<file path="config.mk">
export PLATFORM = sky130hd
export DESIGN_NAME = casc_irq_ctrl
export DESIGN_NICKNAME = d
export VERILOG_FILES = /design/src/rtl/casc_irq_pkg.sv /design/src/rtl/casc_irq_cascade.sv /design/src/rtl/casc_irq_tick_latch.sv /design/src/rtl/casc_irq_group.sv /design/src/rtl/casc_irq_regs.sv /design/src/rtl/casc_irq_ctrl.sv
export SDC_FILE = /design/constraint.sdc
export NUM_CORES = 1
export LEC_CHECK = 0
export ABC_CLOCK_PERIOD_IN_PS = 4100
export BUFFER_PORTS_ARGS = -buffer_cell sky130_fd_sc_hd__buf_2
export CORE_ASPECT_RATIO = 1.25
export CORE_MARGIN = 2
export CORE_UTILIZATION = 50
export CTS_CLUSTER_SIZE = 24
export DETAILED_ROUTE_END_ITERATION = 16
export PLACE_DENSITY = 0.75
export SYNTH_ARGS = -nofsm -noshare
export SYNTH_HDL_FRONTEND = slang
export SYNTH_SLANG_ARGS = --single-unit
</file>
<file path="constraint.sdc">
create_clock -name clk -period 4.1 [get_ports clk]
set_input_delay 0.205 -clock clk [delete_from_list [all_inputs] [get_ports clk]]
set_output_delay 0.205 -clock clk [all_outputs]
set_load 0.01 [all_outputs]
</file>
<file path="src/rtl/casc_irq_pkg.sv">
package casc_irq_pkg;

   // Byte offsets of the register file; the low three address bits select one.
   typedef enum logic [2:0] {
      RA_STAT0  = 3'd0,
      RA_MASK0  = 3'd1,
      RA_STAT1  = 3'd2,
      RA_MASK1  = 3'd3,
      RA_MSTAT  = 3'd4,
      RA_MMASKA = 3'd5,
      RA_MMASKB = 3'd6,
      RA_TCLR   = 3'd7
   } reg_addr_e;

   localparam int unsigned REG_SEL_W = 3;
   localparam int unsigned N_MASKS   = 4;
   localparam int unsigned N_TIMERS  = 2;
   localparam int unsigned N_CASC    = 2;

endpackage

</file>
<file path="src/rtl/casc_irq_cascade.sv">
// Gates the mapped status byte with each map mask and reduces each result to one bit.
module casc_irq_cascade #(
   parameter int unsigned W     = 8,
   parameter int unsigned N_OUT = 2
) (
   input  logic [W-1:0]            mstat,
   input  logic [N_OUT-1:0][W-1:0] mmask,
   output logic [N_OUT-1:0]        casc
);

   for (genvar g = 0; g < N_OUT; g++) begin : g_way
      logic [W-1:0] gated;
      assign gated   = mstat & mmask[g];
      assign casc[g] = |gated;
   end

endmodule

</file>
<file path="src/rtl/casc_irq_tick_latch.sv">
// Sticky event flags: a tick sets, a clear strobe with its bit resets, the tick wins.
module casc_irq_tick_latch #(
   parameter int unsigned N = 2
) (
   input  logic         clk,
   input  logic         rst_n,
   input  logic [N-1:0] tick,
   input  logic         clr_stb,
   input  logic [N-1:0] clr_bits,
   output logic [N-1:0] flag
);

   for (genvar t = 0; t < N; t++) begin : g_chan
      logic flag_q;
      always_ff @(posedge clk) begin
         if (!rst_n) begin
            flag_q <= 1'b0;
         end else if (tick[t]) begin
            flag_q <= 1'b1;
         end else if (clr_stb && clr_bits[t]) begin
            flag_q <= 1'b0;
         end
      end
      assign flag[t] = flag_q;
   end

endmodule

</file>
<file path="src/rtl/casc_irq_group.sv">
// One local group: status assembly (external levels plus injected bits), masking, CPU line.
module casc_irq_group #(
   parameter int unsigned   W        = 8,
   parameter logic [W-1:0]  INJ_MASK = '0,
   parameter bit            IRQ_REG  = 1'b1
) (
   input  logic         clk,
   input  logic         rst_n,
   input  logic [W-1:0] src,
   input  logic [W-1:0] inj_val,
   input  logic [W-1:0] mask,
   output logic [W-1:0] stat,
   output logic         irq
);

   logic [W-1:0] pend;
   logic         any_pend;

   assign stat     = (src & ~INJ_MASK) | (inj_val & INJ_MASK);
   assign pend     = stat & mask;
   assign any_pend = |pend;

   if (IRQ_REG) begin : g_reg_out
      logic irq_q;
      always_ff @(posedge clk) begin
         if (!rst_n) irq_q <= 1'b0;
         else        irq_q <= any_pend;
      end
      assign irq = irq_q;
   end else begin : g_comb_out
      assign irq = any_pend;
   end

endmodule

</file>
<file path="src/rtl/casc_irq_regs.sv">
// Byte bus decode, mask storage, timer-clear strobe and registered read mux.
module casc_irq_regs
   import casc_irq_pkg::*;
#(
   parameter int unsigned W      = 8,
   parameter int unsigned ADDR_W = 4
) (
   input  logic              clk,
   input  logic              rst_n,
   input  logic              bus_sel,
   input  logic              bus_we,
   input  logic [ADDR_W-1:0] bus_addr,
   input  logic [W-1:0]      bus_wdata,
   output logic [W-1:0]      bus_rdata,
   input  logic [W-1:0]      stat0,
   input  logic [W-1:0]      stat1,
   input  logic [W-1:0]      mstat,
   output logic [W-1:0]      mask0,
   output logic [W-1:0]      mask1,
   output logic [W-1:0]      mmask_a,
   output logic [W-1:0]      mmask_b,
   output logic              clr_stb,
   output logic [W-1:0]      clr_bits
);

   localparam reg_addr_e MASK_AT [N_MASKS] = '{RA_MASK0, RA_MASK1, RA_MMASKA, RA_MMASKB};

   reg_addr_e    ra;
   logic         in_map;
   logic         wr_en;
   logic         rd_en;
   logic [W-1:0] mask_q [N_MASKS];
   logic [W-1:0] rd_mux;
   logic [W-1:0] rdata_q;

   assign ra     = reg_addr_e'(bus_addr[REG_SEL_W-1:0]);
   assign in_map = (bus_addr >> REG_SEL_W) == '0;
   assign wr_en  = bus_sel && bus_we && in_map;
   assign rd_en  = bus_sel && !bus_we;

   for (genvar m = 0; m < N_MASKS; m++) begin : g_mask
      always_ff @(posedge clk) begin
         if (!rst_n) begin
            mask_q[m] <= '0;
         end else if (wr_en && (ra == MASK_AT[m])) begin
            mask_q[m] <= bus_wdata;
         end
      end
   end

   assign mask0   = mask_q[0];
   assign mask1   = mask_q[1];
   assign mmask_a = mask_q[2];
   assign mmask_b = mask_q[3];

   assign clr_stb  = wr_en && (ra == RA_TCLR);
   assign clr_bits = bus_wdata;

   always_comb begin
      rd_mux = '0;
      if (in_map) begin
         unique case (ra)
            RA_STAT0:  rd_mux = stat0;
            RA_MASK0:  rd_mux = mask_q[0];
            RA_STAT1:  rd_mux = stat1;
            RA_MASK1:  rd_mux = mask_q[1];
            RA_MSTAT:  rd_mux = mstat;
            RA_MMASKA: rd_mux = mask_q[2];
            RA_MMASKB: rd_mux = mask_q[3];
            RA_TCLR:   rd_mux = '0;
            default:   rd_mux = '0;
         endcase
      end
   end

   always_ff @(posedge clk) begin
      if (!rst_n) begin
         rdata_q <= '0;
      end else if (rd_en) begin
         rdata_q <= rd_mux;
      end
   end

   assign bus_rdata = rdata_q;

endmodule

</file>
<file path="src/rtl/casc_irq_ctrl.sv">
module casc_irq_ctrl
   import casc_irq_pkg::*;
#(
   parameter int unsigned W         = 8,
   parameter int unsigned ADDR_W    = 4,
   parameter int unsigned CASC0_BIT = 7,
   parameter int unsigned CASC1_BIT = 3,
   parameter int unsigned TMR0_BIT  = 0,
   parameter int unsigned TMR1_BIT  = 1,
   parameter bit          IRQ_REG   = 1'b1
) (
   input  logic              clk,
   input  logic              rst_n,
   input  logic              bus_sel,
   input  logic              bus_we,
   input  logic [ADDR_W-1:0] bus_addr,
   input  logic [W-1:0]      bus_wdata,
   output logic [W-1:0]      bus_rdata,
   input  logic [W-1:0]      grp0_src,
   input  logic [W-1:0]      grp1_src,
   input  logic [W-1:0]      map_src,
   input  logic              tmr0_tick,
   input  logic              tmr1_tick,
   output logic              cpu_irq0,
   output logic              cpu_irq1
);

   localparam logic [W-1:0] INJ0 = W'(1) << CASC0_BIT;
   localparam logic [W-1:0] INJ1 = (W'(1) << CASC1_BIT) | (W'(1) << TMR0_BIT)
                                 | (W'(1) << TMR1_BIT);

   // Elaboration-time parameter checks
   if (W < N_TIMERS || W > 32) begin : g_bad_w
      $error("casc_irq_ctrl: W out of range");
   end
   if (ADDR_W < REG_SEL_W) begin : g_bad_addr
      $error("casc_irq_ctrl: ADDR_W too small for the register file");
   end
   if (CASC0_BIT >= W || CASC1_BIT >= W || TMR0_BIT >= W || TMR1_BIT >= W) begin : g_bad_pos
      $error("casc_irq_ctrl: injected bit position beyond W");
   end
   if (CASC1_BIT == TMR0_BIT || CASC1_BIT == TMR1_BIT || TMR0_BIT == TMR1_BIT) begin : g_bad_overlap
      $error("casc_irq_ctrl: group 1 injected bits overlap");
   end

   logic [W-1:0]             stat0;
   logic [W-1:0]             stat1;
   logic [W-1:0]             mask0;
   logic [W-1:0]             mask1;
   logic [W-1:0]             mmask_a;
   logic [W-1:0]             mmask_b;
   logic                     clr_stb;
   logic [W-1:0]             clr_bits;
   logic [N_TIMERS-1:0]      tflag;
   logic [N_CASC-1:0]        casc;
   logic [N_CASC-1:0][W-1:0] mmask_pk;
   logic [W-1:0]             inj0;
   logic [W-1:0]             inj1;

   assign mmask_pk[0] = mmask_a;
   assign mmask_pk[1] = mmask_b;

   casc_irq_regs #(.W(W), .ADDR_W(ADDR_W)) u_regs (
      .clk       (clk),
      .rst_n     (rst_n),
      .bus_sel   (bus_sel),
      .bus_we    (bus_we),
      .bus_addr  (bus_addr),
      .bus_wdata (bus_wdata),
      .bus_rdata (bus_rdata),
      .stat0     (stat0),
      .stat1     (stat1),
      .mstat     (map_src),
      .mask0     (mask0),
      .mask1     (mask1),
      .mmask_a   (mmask_a),
      .mmask_b   (mmask_b),
      .clr_stb   (clr_stb),
      .clr_bits  (clr_bits)
   );

   casc_irq_cascade #(.W(W), .N_OUT(N_CASC)) u_casc (
      .mstat (map_src),
      .mmask (mmask_pk),
      .casc  (casc)
   );

   casc_irq_tick_latch #(.N(N_TIMERS)) u_ticks (
      .clk      (clk),
      .rst_n    (rst_n),
      .tick     ({tmr1_tick, tmr0_tick}),
      .clr_stb  (clr_stb),
      .clr_bits (clr_bits[N_TIMERS-1:0]),
      .flag     (tflag)
   );

   assign inj0 = W'(casc[0]) << CASC0_BIT;
   assign inj1 = (W'(casc[1]) << CASC1_BIT) | (W'(tflag[0]) << TMR0_BIT)
               | (W'(tflag[1]) << TMR1_BIT);

   casc_irq_group #(.W(W), .INJ_MASK(INJ0), .IRQ_REG(IRQ_REG)) u_grp0 (
      .clk     (clk),
      .rst_n   (rst_n),
      .src     (grp0_src),
      .inj_val (inj0),
      .mask    (mask0),
      .stat    (stat0),
      .irq     (cpu_irq0)
   );

   casc_irq_group #(.W(W), .INJ_MASK(INJ1), .IRQ_REG(IRQ_REG)) u_grp1 (
      .clk     (clk),
      .rst_n   (rst_n),
      .src     (grp1_src),
      .inj_val (inj1),
      .mask    (mask1),
      .stat    (stat1),
      .irq     (cpu_irq1)
   );

endmodule

</file>
Word level (Yosys, flattened, before mapping) --
Memories as Yosys holds them, arrays and structs flattened. Cells that the tools add are included.
Storage, ports and cells: memories kept 1, bits in registers 12, input bits 42, memory bits (writable) 32
Cells by class: bitwise operators 12, reductions and logical operators 19, eq/ne operators 7, multiplexer cells 23
Memory list:
- u_regs.mask_q | words 4, width 8, rd ports 4, clocked after Yosys merged registers in 0, wr ports 4, line casc_irq_regs.sv:32 | logic [W-1:0] mask_q [N_MASKS];
Operators with widths (number):
- $pmux 8 s8 | 1
- $mux 8 | 5
- $and 8x8->8 | 4
- $reduce_or 8->1 | 4
- $mux 1 | 17
- $eq 3x3->1 const B | 4
- $logic_and 1x1->1 | 10
- $or 7x8->8 | 1
- $or 8x4->8 | 1
- $eq 3x2->1 const B | 2
- $logic_not 4->1 | 1
- $or 1x1->1 | 4
- $or 4x1->4 | 1
- $or 4x2->4 | 1
- $reduce_bool 2->1 | 2
- $eq 3x1->1 const B | 1
- $logic_not 3->1 | 1
- $logic_not 1->1 | 1

Longest topological paths before layout --
An unclocked memory read counts as a cell.
word-level depth 8, depth in mapped cells 6, gate-level depth less buffers 4

Modules after synthesis --
Synthesis repeated with hierarchy kept, for this count alone.
Unflattened totals: cells, all modules 244, area, all modules 2585.0 um^2
By module, submodules not included:
- casc_irq_regs | times used 1, cells each 193, area an instance 2178.3 um^2
- casc_irq_group | times used 2, cells each 15, area an instance 122.6 um^2
- casc_irq_tick_latch | times used 1, cells each 10, area an instance 85.1 um^2
- casc_irq_cascade | times used 1, cells each 10, area an instance 72.6 um^2
- casc_irq_ctrl | times used 1, cells each 1, area an instance 3.8 um^2

Worst setup path after synthesis --
OpenSTA, ideal clock, no wires.
kind input port to flip-flop, from input port bus_addr[2], to memory u_regs.mask_q[3][0] (enable), buffers on the path 2, arrival 1.370 ns, slack 2.343 ns, stages on the path 4, data required time 3.713 ns, cell sequence buf_2 buf_2 nand2_2 o31ai_1
RTL lines:
- start: declaration | line casc_irq_ctrl.sv:16 | input logic [ADDR_W-1:0] bus_addr,
- end: declaration | line casc_irq_regs.sv:32

==> results by group <==
Logic synthesis
  – Cell count after synthesis: 212
  – Mapped Nets: 254
  – Netlist cell types: 45
  – Largest family of logic cells by synthesized area: compound AO/OA/AOI/OAI gates
  – Main synth FF type: edfxtp_1
  – Synth Area in Compound Gates: 0.205
  – Mux contribution to synthesized area: 0.0461
  – Synth Area in Adders: 0
  – Synthesized area: 0.00233 mm²
  – Simple-gate portion of the synthesized area: 0.202
  – Seq/Total Area, Yosys: 0.515
  – Post-synth EDFFs: 32
  – Syn_area_per_cell: 11.0 µm²
  – XOR/XNOR Fraction of Synth Area: 0
  – Number of synthesized register bits: 44
  – Asr flop ratio synth: 0
  – Synth Warn #: 0

Route
  – Initial drt markers: 191
  – Vias: 1,856
  – WL final: 5940 µm
  – Drt wl/cell: 18.7 µm
  – Routed vias/inst: 5.85
  – Residual DRC: 0
  – Pre-antenna DRT Iters: 6
  – Post-route ant nets: 0

Placement
  – DP Wirelength: 4550 µm
  – Routability congestion estimate: 0.854
  – Port bufs: 47

Cells and area
  – Area Overhead vs Synth: 14.9%
  – Final Core Density: 0.601
  – Share of cells above drive strength 1: 0.251
  – Multi-input logic area: 0.00106 mm²
  – # diodes: 0
  – Fillcell total: 386
  – # nets final: 300
  – Area occupied by registers: 0.00120 mm²

Worst setup path
  – Worst EP required: 4020 ps
  – Crit. End Element: register
  – Slowest cell on the critical path: o21ai_0
  – Worst Setup Start Kind: input port
  – Max FO, Critical Path: 21
  – Crit-path cells: buf_2 -> nor2b_1 -> nand2_1 -> o21ai_0
  – Buf+Inv Stages, Crit Path: 1
  – Crit path largest cell delay: 870 ps
  – Largest delay contributor family on the critical path: compound AO/OA/AOI/OAI gates
  – Crit Path Class: in -> reg
  – CP arrival: 2210 ps
  – R2r setup slk: 2810 ps

Clocking
  – Worst skew pair latency: 300 ps
  – Cts repair resizes: 0
  – Depth of the CTS H-tree: 2
  – CTS Buf Count: 5
  – CTS clk-pin slew, worst paths: 90 ps
  – CTS max path bufs: 2
  – # Post-CTS Setup Buffers: 0
  – CTS tree: done
  – CTS Root Cell: clkbuf_8
  – Hold-fix buffers, CTS: 0
  – CTS Sinks: 44

STA
  – Post-route minimum period: 2290 ps
  – Rel. slew slack: 0.194
  – Sum Neg Setup Slack: 0 ps
  – Unrepaired setup endpoints after global routing: false
  – Clock skew: 3.97 ps
  – FMAX: 0.437 GHz
  – Slew @ Worst Pin: 1200 ps
  – Tcrit/Tclk final: 0.558
  – Setup Viol. Count Final: 0
  – Pins Over Slew Limit: 0
  – Hold Fails Final Rpt: 0

Flow run
  – Max-cap violations: 0

Global routing
  – First-pass GRT wire length: 9410 µm
  – Initial antenna violation count: 0
  – Grt ovf: 0
  – Largest net degree at the start of global routing: 27
  – Vias in the first global route: 1,839
  – Total GRT Usage: 0.244

Die
  – Core Area: 0.00446 mm²
  – Top Ports: 52
  – Starting density of the core: 0.523
  – Chip Width: 65.1 µm
  – DIE HEIGHT: 80.4 µm
  – Die ar.: 0.00523 mm²
  – Rows: 27

Min path
  – Hold Crit Class: in -> reg

Outcome
  – Status: complete, no violations

Power and ir drop
  – Max IR drop VDD: 0.000169 V
  – Pleak: 1.03 nW
  – Power density cells: 341 mW/mm²
## stage by stage
stage / cell area [µm²] / setup slack [ps] / std cells / power (mW) / hold slack, ps
after floorplan: 2330 / 2340 / 212 / 0.592 / 323
after global placement: 2590 / 1600 / 309 / 0.642 / 414
after detailed placement: 2590 / 1520 / 309 / 0.645 / 425
after CTS: 2680 / 1830 / 317 / 0.914 / 112
after global routing: 2680 / 1570 / 317 / 0.951 / 105
final: 2680 / 1810 / 317 / 0.913 / 110
## area by class of cell
type                    instances  share of cell area
flip-flops and latches         44               0.448
multi-input cells             155               0.395
repair buffers                 48              0.0906
inverters                       4             0.00560
well taps                      58              0.0271
clock buffers                   6              0.0271
clock inverters                 2             0.00607
## report_power, final
| group | switching [mW] | internal (mW) |
|---|---|---|
| combinational | 0.0695 | 0.0496 |
| sequential | 0.0167 | 0.500 |
| clock | 0.156 | 0.121 |
| total | 0.242 | 0.671 |
## worst paths after layout
check                                    startpoint                               endpoint  depth (start not counted)
setup / recovery                        bus_addr[1]      u_regs.mask_q[1][2]$_SDFFCE_PN0P_                          4
hold reg to reg    u_regs.bus_rdata[6]$_SDFFE_PN0P_       u_regs.bus_rdata[6]$_SDFFE_PN0P_                          2
hold / removal                            tmr1_tick  u_ticks.g_chan[1].flag_q$_SDFFE_PN0P_                          2
setup reg to reg  u_regs.mask_q[3][5]$_SDFFCE_PN0P_       u_regs.bus_rdata[5]$_SDFFE_PN0P_                          4
## flip-flops by register name (all words and copies together) (netlist names)
register and count:
u_regs.mask_q 32, u_grp1.irq 1, u_regs.bus_rdata 8, u_grp0.irq 1, u_ticks.g_chan.flag_q 2
## cells in the mapped netlist, types with 4 or more instances
| cell type | number | area (µm²) |
|---|---|---|
| and2_1 | 34 | 213 |
| edfxtp_1 | 32 | 961 |
| nand2_1 | 18 | 67.6 |
| o21ai_0 | 18 | 90.1 |
| dfxtp_1 | 12 | 240 |
| a22oi_1 | 8 | 60.1 |
| mux2i_1 | 7 | 70.1 |
| a211oi_1 | 6 | 45.0 |
| a221oi_1 | 6 | 52.6 |
| a221o_1 | 4 | 40.0 |
| a22o_1 | 4 | 35.0 |
| buf_2 | 4 | 20.0 |
| nor3b_1 | 4 | 30.0 |
## kinds of logic (layout without fill, tap and decap cells)
logic type | after synthesis | count (layout)
flip-flops | 44 | 44
multiplexers | 10 | 10
buffers and inverters | 13 | 60
AND/OR/NAND/NOR | 78 | 78
AO/OA/AOI/OAI | 67 | 67
## routing by layer
layer / share of wire / vias up / GRT usage / routed length (µm)
met5: 0 / - / 0 / 0
met4: 0.030 / 0 / 0.106 / 177
met3: 0.055 / 12 / 0.0462 / 324
met2: 0.49 / 81 / 0.428 / 2940
met1: 0.42 / 863 / 0.289 / 2500
li1: - / 900 / - / -
## cells in the final DEF (no fill, tap or decap), types with 3 or more instances in the layout
master | synthesis | routed
mux2i_1 | 7 | 7
and2_1 | 34 | 34
inv_1 | 3 | 3
edfxtp_1 | 32 | 32
a221oi_1 | 6 | 6
nor2b_1 | 3 | 3
nor3b_1 | 4 | 4
clkbuf_8 | 0 | 5
a21oi_1 | 3 | 3
dfxtp_1 | 12 | 12
a22oi_1 | 8 | 8
nand3b_1 | 3 | 3
a221o_1 | 4 | 4
a211oi_1 | 6 | 6
nand2_1 | 18 | 18
buf_2 | 4 | 47
o21ai_0 | 18 | 18
a22o_1 | 4 | 4
## worst register-to-register path, stage by stage (launching register included)
cell and delay, ps:
edfxtp_1 400, mux2_1 330, a221o_1 300, nand2_1 80, a221oi_1 70
Power figures use the tool's default switching activity.
